### src/rtl/flash_cmd_pkg.sv
package flash_cmd_pkg;

  typedef enum logic [1:0] {
    MODE_READ = 2'd0,
    MODE_ASEL = 2'd1,
    MODE_BYP  = 2'd2,
    MODE_ECOL = 2'd3
  } mode_e;

  typedef enum logic [3:0] {
    SQ_IDLE,
    SQ_UNL1,
    SQ_UNL2,
    SQ_PGM,
    SQ_ERS1,
    SQ_ERS2,
    SQ_ERS3,
    SQ_BPGM,
    SQ_BEXIT
  } seq_e;

  typedef struct packed {
    logic rst;
    logic susp;
    logic resume;
    logic pgm;
    logic chip;
    logic blk;
  } cmd_t;

  localparam logic [7:0] K_UNL_A = 8'hAA;
  localparam logic [7:0] K_UNL_B = 8'h55;
  localparam logic [7:0] K_RESET = 8'hF0;
  localparam logic [7:0] K_ASEL  = 8'h90;
  localparam logic [7:0] K_PGM   = 8'hA0;
  localparam logic [7:0] K_BYP   = 8'h20;
  localparam logic [7:0] K_ERASE = 8'h80;
  localparam logic [7:0] K_CHIP  = 8'h10;
  localparam logic [7:0] K_BLK   = 8'h30;
  localparam logic [7:0] K_SUSP  = 8'hB0;
  localparam logic [7:0] K_BEXIT = 8'h00;

endpackage

### src/rtl/flash_unlock_match.sv
module flash_unlock_match #(
  parameter int CMP_W = 11
) (
  input  logic             byte_mode,
  input  logic [CMP_W-1:0] addr_low,
  input  logic             addr_lsb,
  output logic             at_unl1,
  output logic             at_unl2
);
  localparam int KEY_W = CMP_W + 1;

  // alternating pattern with bit 0 set: 0x555 for 11 bits
  function automatic logic [CMP_W-1:0] alt_pat();
    logic [CMP_W-1:0] p;
    for (int i = 0; i < CMP_W; i++) p[i] = (i % 2 == 0);
    return p;
  endfunction

  localparam logic [CMP_W-1:0] PAT_A = alt_pat();
  localparam logic [CMP_W-1:0] PAT_B = PAT_A >> 1;

  logic [KEY_W-1:0] key;
  logic [KEY_W-1:0] ref1;
  logic [KEY_W-1:0] ref2;

  always_comb begin
    if (byte_mode) begin
      key  = {addr_low, addr_lsb};
      ref1 = {PAT_A, 1'b0};
      ref2 = {PAT_B, 1'b1};
    end else begin
      key  = {1'b0, addr_low};
      ref1 = {1'b0, PAT_A};
      ref2 = {1'b0, PAT_B};
    end
    at_unl1 = (key == ref1);
    at_unl2 = (key == ref2);
  end
endmodule

### src/rtl/flash_cmd_fsm.sv
module flash_cmd_fsm
  import flash_cmd_pkg::*;
(
  input  logic       clk,
  input  logic       rst_n,
  input  logic       wr_en,
  input  logic [7:0] dat,
  input  logic       at_unl1,
  input  logic       at_unl2,
  input  logic       pgm_active,
  input  logic       ers_active,
  output mode_e      mode,
  output cmd_t       cmd,
  output logic       cap_en
);
  seq_e  seq_q, seq_n;
  mode_e mode_q, mode_n;
  cmd_t  cmd_q, cmd_n;

  always_comb begin
    seq_n  = seq_q;
    mode_n = mode_q;
    cmd_n  = '0;
    cap_en = 1'b0;
    if (mode_q == MODE_ECOL && ers_active) mode_n = MODE_READ;
    if (wr_en && !pgm_active) begin
      if (ers_active) begin
        if (dat == K_RESET) begin
          cmd_n.rst = 1'b1;
          seq_n     = SQ_IDLE;
          mode_n    = (mode_q == MODE_BYP) ? MODE_BYP : MODE_READ;
        end else if (dat == K_SUSP) begin
          cmd_n.susp = 1'b1;
          seq_n      = SQ_IDLE;
        end
      end else if (mode_q == MODE_BYP) begin
        seq_n = SQ_IDLE;
        case (seq_q)
          SQ_BPGM: begin
            cmd_n.pgm = 1'b1;
            cap_en    = 1'b1;
          end
          SQ_BEXIT: begin
            if (dat == K_BEXIT) mode_n = MODE_READ;
          end
          default: begin
            if (dat == K_PGM)        seq_n     = SQ_BPGM;
            else if (dat == K_ASEL)  seq_n     = SQ_BEXIT;
            else if (dat == K_RESET) cmd_n.rst = 1'b1;
          end
        endcase
      end else begin
        seq_n = SQ_IDLE;
        case (seq_q)
          SQ_IDLE: begin
            if (mode_q == MODE_ECOL && dat == K_BLK) begin
              cmd_n.blk = 1'b1;
              cap_en    = 1'b1;
            end else begin
              if (mode_q == MODE_ECOL) mode_n = MODE_READ;
              if (dat == K_UNL_A && at_unl1) begin
                seq_n = SQ_UNL1;
              end else begin
                mode_n = MODE_READ;
                if (dat == K_RESET)     cmd_n.rst    = 1'b1;
                else if (dat == K_SUSP) cmd_n.susp   = 1'b1;
                else if (dat == K_BLK)  cmd_n.resume = 1'b1;
              end
            end
          end
          SQ_UNL1: begin
            if (dat == K_UNL_B && at_unl2) seq_n  = SQ_UNL2;
            else                           mode_n = MODE_READ;
          end
          SQ_UNL2: begin
            mode_n = MODE_READ;
            if (dat == K_RESET)                 cmd_n.rst = 1'b1;
            else if (at_unl1 && dat == K_ASEL)  mode_n    = MODE_ASEL;
            else if (at_unl1 && dat == K_BYP)   mode_n    = MODE_BYP;
            else if (at_unl1 && dat == K_PGM)   seq_n     = SQ_PGM;
            else if (at_unl1 && dat == K_ERASE) seq_n     = SQ_ERS1;
          end
          SQ_PGM: begin
            mode_n    = MODE_READ;
            cmd_n.pgm = 1'b1;
            cap_en    = 1'b1;
          end
          SQ_ERS1: begin
            mode_n = MODE_READ;
            if (dat == K_UNL_A && at_unl1) seq_n = SQ_ERS2;
          end
          SQ_ERS2: begin
            mode_n = MODE_READ;
            if (dat == K_UNL_B && at_unl2) seq_n = SQ_ERS3;
          end
          SQ_ERS3: begin
            mode_n = MODE_READ;
            if (dat == K_CHIP && at_unl1) begin
              cmd_n.chip = 1'b1;
            end else if (dat == K_BLK) begin
              cmd_n.blk = 1'b1;
              cap_en    = 1'b1;
              mode_n    = MODE_ECOL;
            end
          end
          default: mode_n = MODE_READ;
        endcase
      end
    end
  end

  always_ff @(posedge clk or negedge rst_n) begin
    if (!rst_n) begin
      seq_q  <= SQ_IDLE;
      mode_q <= MODE_READ;
      cmd_q  <= '0;
    end else begin
      seq_q  <= seq_n;
      mode_q <= mode_n;
      cmd_q  <= cmd_n;
    end
  end

  assign mode = mode_q;
  assign cmd  = cmd_q;
endmodule

### src/rtl/flash_autosel_rd.sv
module flash_autosel_rd #(
  parameter int          ADDR_W   = 17,
  parameter int          DATA_W   = 16,
  parameter int          SEC_W    = 5,
  parameter logic [15:0] MFR_CODE = 16'h0020,
  parameter logic [15:0] DEV_CODE = 16'h0051
) (
  input  logic [ADDR_W-1:0]     rd_addr,
  input  logic [2**SEC_W-1:0]   prot_map,
  output logic [DATA_W-1:0]     as_data
);
  logic [SEC_W-1:0] sec;
  assign sec = rd_addr[ADDR_W-1 -: SEC_W];

  always_comb begin
    case (rd_addr[1:0])
      2'b00:   as_data = DATA_W'(MFR_CODE);
      2'b01:   as_data = DATA_W'(DEV_CODE);
      2'b10:   as_data = {{(DATA_W-1){1'b0}}, prot_map[sec]};
      default: as_data = '0;
    endcase
  end
endmodule

### src/rtl/flash_cmd_decoder.sv
module flash_cmd_decoder
  import flash_cmd_pkg::*;
#(
  parameter int          ADDR_W   = 17,
  parameter int          DATA_W   = 16,
  parameter int          CMP_W    = 11,
  parameter int          SEC_W    = 5,
  parameter logic [15:0] MFR_CODE = 16'h0020,
  parameter logic [15:0] DEV_CODE = 16'h0051
) (
  input  logic                clk,
  input  logic                rst_n,
  input  logic                wr_en,
  input  logic [ADDR_W-1:0]   wr_addr,
  input  logic                wr_lsb,
  input  logic [DATA_W-1:0]   wr_data,
  input  logic                byte_mode,
  input  logic                pgm_active,
  input  logic                ers_active,
  input  logic [ADDR_W-1:0]   rd_addr,
  input  logic [2**SEC_W-1:0] prot_map,
  output logic [1:0]          mode,
  output logic                cmd_reset,
  output logic                cmd_suspend,
  output logic                cmd_resume,
  output logic                cmd_program,
  output logic                cmd_chip_erase,
  output logic                cmd_block_erase,
  output logic [ADDR_W:0]     op_addr,
  output logic [DATA_W-1:0]   op_data,
  output logic [DATA_W-1:0]   as_data
);
  logic  at_unl1, at_unl2, cap_en;
  mode_e mode_w;
  cmd_t  cmd_w;
  logic [ADDR_W:0]   op_addr_q;
  logic [DATA_W-1:0] op_data_q;

  flash_unlock_match #(.CMP_W(CMP_W)) match_i (
    .byte_mode (byte_mode),
    .addr_low  (wr_addr[CMP_W-1:0]),
    .addr_lsb  (wr_lsb),
    .at_unl1   (at_unl1),
    .at_unl2   (at_unl2)
  );

  flash_cmd_fsm fsm_i (
    .clk        (clk),
    .rst_n      (rst_n),
    .wr_en      (wr_en),
    .dat        (wr_data[7:0]),
    .at_unl1    (at_unl1),
    .at_unl2    (at_unl2),
    .pgm_active (pgm_active),
    .ers_active (ers_active),
    .mode       (mode_w),
    .cmd        (cmd_w),
    .cap_en     (cap_en)
  );

  flash_autosel_rd #(
    .ADDR_W(ADDR_W), .DATA_W(DATA_W), .SEC_W(SEC_W),
    .MFR_CODE(MFR_CODE), .DEV_CODE(DEV_CODE)
  ) asel_i (
    .rd_addr  (rd_addr),
    .prot_map (prot_map),
    .as_data  (as_data)
  );

  always_ff @(posedge clk or negedge rst_n) begin
    if (!rst_n) begin
      op_addr_q <= '0;
      op_data_q <= '0;
    end else if (cap_en) begin
      op_addr_q <= {wr_addr, byte_mode ? wr_lsb : 1'b0};
      op_data_q <= byte_mode ? {{(DATA_W-8){1'b0}}, wr_data[7:0]} : wr_data;
    end
  end

  assign mode            = mode_w;
  assign cmd_reset       = cmd_w.rst;
  assign cmd_suspend     = cmd_w.susp;
  assign cmd_resume      = cmd_w.resume;
  assign cmd_program     = cmd_w.pgm;
  assign cmd_chip_erase  = cmd_w.chip;
  assign cmd_block_erase = cmd_w.blk;
  assign op_addr         = op_addr_q;
  assign op_data         = op_data_q;
endmodule

### config.mk
export PLATFORM = sky130hd
export DESIGN_NAME = flash_cmd_decoder
export DESIGN_NICKNAME = d
export VERILOG_FILES = /design/src/rtl/flash_cmd_pkg.sv /design/src/rtl/flash_unlock_match.sv /design/src/rtl/flash_cmd_fsm.sv /design/src/rtl/flash_autosel_rd.sv /design/src/rtl/flash_cmd_decoder.sv
export SDC_FILE = /design/constraint.sdc
export NUM_CORES = 1
export LEC_CHECK = 0
export BUFFER_PORTS_ARGS = -buffer_cell sky130_fd_sc_hd__buf_4
export CAP_MARGIN = 20
export CORE_MARGIN = 2
export CORE_UTILIZATION = 46
export CTS_CLUSTER_DIAMETER = 40
export DETAILED_ROUTE_END_ITERATION = 10
export GPL_ROUTABILITY_DRIVEN = 0
export PLACE_DENSITY = 0.87
export SYNTH_ARGS = -nofsm -noshare
export SYNTH_HDL_FRONTEND = slang
export SYNTH_HIERARCHICAL = 1
export SYNTH_SLANG_ARGS = --single-unit
### constraint.sdc
create_clock -name clk -period 2.4 [get_ports clk]
set_input_delay 0.48 -clock clk [delete_from_list [all_inputs] [get_ports clk]]
set_output_delay 0.48 -clock clk [all_outputs]
set_load 0.02 [all_outputs]
==> metrics list <==
- The floorplan step set the die width to 84.1 µm.
- The synthesized design contains 46 register bits.
- Setup slack on the critical path of the routed design comes to 0.0516 ns.
- Global-route track usage on met1: 27.4%
* Leak pwr: 0.00207 µW
- Measured against its own limit, the worst slew margin works out to 41.9%.
- Overall routed net length: 8000 µm
* Wire length of the first global-routing pass: 12900 µm
- The layout has 471 filler cells.
* Dpl ws: -0.282 ns
* Area Growth Syn to Fin: 42.4%
- Final critical-path share of the clock period: 97.9%
- Max-cap check violation count: 0
- The floorplan step defined a die boundary enclosing 7080 µm².
- Type of the worst setup path: in2out
* Clock sink count: 46
* Share of the core filled with cells in the final layout: 67.0%
- The number of antenna diodes in the final layout is 0.
- Remaining antenna violation count: 0
- Area of the core region: 6280 µm²
* Proportion of synthesized flip-flops having asynchronous set or reset: 100%
- Nets: 509
* Total clock buffers created by CTS: 5
* Top area cells in the synthesized netlist: dfrtp_1, mux2_4, buf_4
* First-iteration detailed-routing DRC count: 158
- Vias: 2765
* Met2 global-route usage: 40.4%
- Largest fanout on the critical path: 5
- Setup repair after global routing missed its margin: no
- Routed length per placed instance: 16.1 µm
- Power per cell area: 394 nW/µm²
* Combined area of the multi-input logic cells: 1610 µm²
- HPWL after detailed placement: 6290 µm
- STA puts the critical path data arrival time at 1.87 ns.
* Startpoint kind of the worst setup timing path: primary input
* H-tree depth: 2
- Overall die height: 84.1 µm
* Non-filler cells, final: 498
* Worst Path Required: 1.92 ns
- Standard-cell row count: 29
* Initial DRT Pass Iterations: 5
* Count of pins over their slew limit: 0
- The share of synthesized area in the top cell type comes to 39.0%.
* Share of layout cells above drive strength 1: 50.8%
- In the routed layout, each cell is associated on average with a via count of 5.55.
- At the pin with the least slew margin, the transition time is 0.859 ns.
* Class of the tightest hold or removal check: in2async
- Fraction of the yosys area taken by sequential cells: 39.0%
* Synth Flop Type: dfrtp_1
* Effective utilization at floorplan: 47.1%
- dfrtp_1 takes more of the synthesized area than any other cell.
* All-layer global routing usage: 22.4%
* Clock insertion delay at the later pin of the skew report: 0.30 ns
- The via count of the first global-routing pass was 2731.
- End of the worst register-to-register path: op_addr[4]
* Synth Cell Area: 2950 µm²
- The longest clock path from root to sink contains 2 buffers.
* Number of buffers inserted by port buffering: 124
* Area taken by flip-flops and latches: 1150 µm²
* Count of cells along the worst register-to-register path: 6
* Summed area of non-filler cells in the final layout: 4210 µm²
- Clock-pin slew was measured on the worst setup and hold paths at 0.09 ns.
- The number of placed instances, taps included, is 490.
- The tree is rooted in a clkbuf_8.
- The synthesized design contains 0 enable-type register cells.
* Global route overflow: 0
* Maximum resistive drop on vdd: 0.321 mV
* Hold violation count in the final report: 0
- After clock tree synthesis, the setup repair step added 0 buffers.
- Grt peak-use layer: met2
- Clock tree from TritonCTS: done
- The initial antenna violation count was 0.
- Fin Clk Skew: 0.0106 ns
- Result of the run: finished clean
* Top achievable clock speed: 426 MHz
- Remaining design rule violation count: 0
- A synthesized cell averages 10.8 µm².
- Area after detailed placement: 4070 µm²
- Sum Neg Setup Slack: 0 ns
- During synthesis, Yosys emitted a total of 6 warnings.
* Critical Path Sink Type: primary output
- Worst R2R Setup Slack: 0.20 ns
* Final setup violation count: 0
- Reg-to-reg critical path startpoint: fsm_i/mode[0]
- Number of ports placed on the die boundary: 147
- Post-Synthesis Cells: 274
- Distinct cell type count after synthesis: 61
- Fin crit period: 2.35 ns
- Global Route met3 Usage: 3.93%
- Entering global routing, the biggest net connects 47 pins.
## critical path: stages
cell and delay, ns:
buf_6 0.10, mux4_2 0.50, mux2_4 0.28, nand2_2 0.07
o311ai_2 0.09, a41o_1 0.21, buf_6 0.13
## worst max path at each step
stage	start	end	slack [ns]
detailed placement	wr_addr[1]	fsm_i/cmd[5]	-0.28
CTS	rd_addr[12]	as_data[0]	0.007
finish	rd_addr[12]	as_data[0]	0.05
global route	rd_addr[12]	as_data[0]	0.003
global placement	wr_addr[1]	fsm_i/cmd[5]	-0.23
floorplan	wr_addr[1]	fsm_i/cmd[5]	0.007
## metrics by stage
stage          power, µW  hold WS (ns)
5_1_grt             1740         0.206
4_1_cts             1670         0.192
3_3_place_gp        1170         0.495
3_5_place_dp        1180         0.500
2_1_floorplan        984         0.184
6_report            1660         0.164
## final cells by class
cell class / instances / area share (%)
inverters: 11 / 0.981
flip-flops and latches: 46 / 27.4
repair buffers: 158 / 29.0
clock buffers: 5 / 1.64
multi-input cells: 198 / 38.2
well taps: 77 / 2.29
clock inverters: 3 / 0.565
## placed cells by master, fill, tap and decap left out, types with 4 or more instances in the layout
cell	count
buf_4	154
dfrtp_1	46
mux2_4	23
nand2_1	17
o21ai_0	13
nand3b_1	13
conb_1	12
inv_1	10
nand3_1	10
nor2_1	10
mux2i_1	10
nor4_1	6
mux2_2	5
clkbuf_8	5
nor3_1	5
mux4_2	4
nor2b_1	4
nand2b_1	4
nand4_1	4
a21oi_1	4
## logic make-up after synthesis
logic type,share of synthesized area [%]
buffers and inverters,9.66
other,0.127
flip-flops,39.0
multiplexers,19.9
AND/OR/NAND/NOR,20.5
AO/OA/AOI/OAI,10.3
XOR/XNOR,0.593
## state kept, by name, indices dropped and copies added, names as in the netlist
name / cells
op_data: 16
fsm_i/cmd: 6
fsm_i/seq_q: 4
op_addr: 18
fsm_i/mode: 2
## where the power goes
part	switching, µW	internal (µW)	total, µW
clock	278	208	486
combinational	170	196	366
sequential	11.5	794	805
## metal layers
metal  up-vias  part of all wire [%]
met2       164                    52
met4         0                   2.2
li1       1268                     -
met5         -                     0
met1      1315                    38
met3        18                   7.7
## cell usage after synthesis, drive strengths merged (2+ instances only)
| master | number |
|---|---|
| mux2i | 10 |
| nor3 | 7 |
| mux4 | 4 |
| or3b | 2 |
| nand4bb | 2 |
| o311ai | 2 |
| a21oi | 4 |
| nand3b | 13 |
| a2111oi | 3 |
| o22ai | 3 |
| o41ai | 2 |
| or4b | 2 |
| mux2 | 28 |
| nor4 | 6 |
| nor2b | 4 |
| nand2 | 18 |
| a31oi | 2 |
| or4 | 3 |
| nand4 | 4 |
| nor3b | 2 |
| nand2b | 4 |
| or2b | 2 |
| buf | 23 |
| a22o | 2 |
| xnor2 | 2 |
| nand3 | 10 |
| nor2 | 10 |
| clkbuf | 7 |
| inv | 11 |
| dfrtp | 46 |
| o21ai | 15 |
| and2b | 2 |
| or3 | 3 |
## repair_timing
item                       4_1_cts  5_1_grt
resized for setup                5        5
setup endpoints to repair        1        6
pin swaps                        1        1
hold buffers                     0        0
No activity file was read; power rests on OpenSTA's default activity.
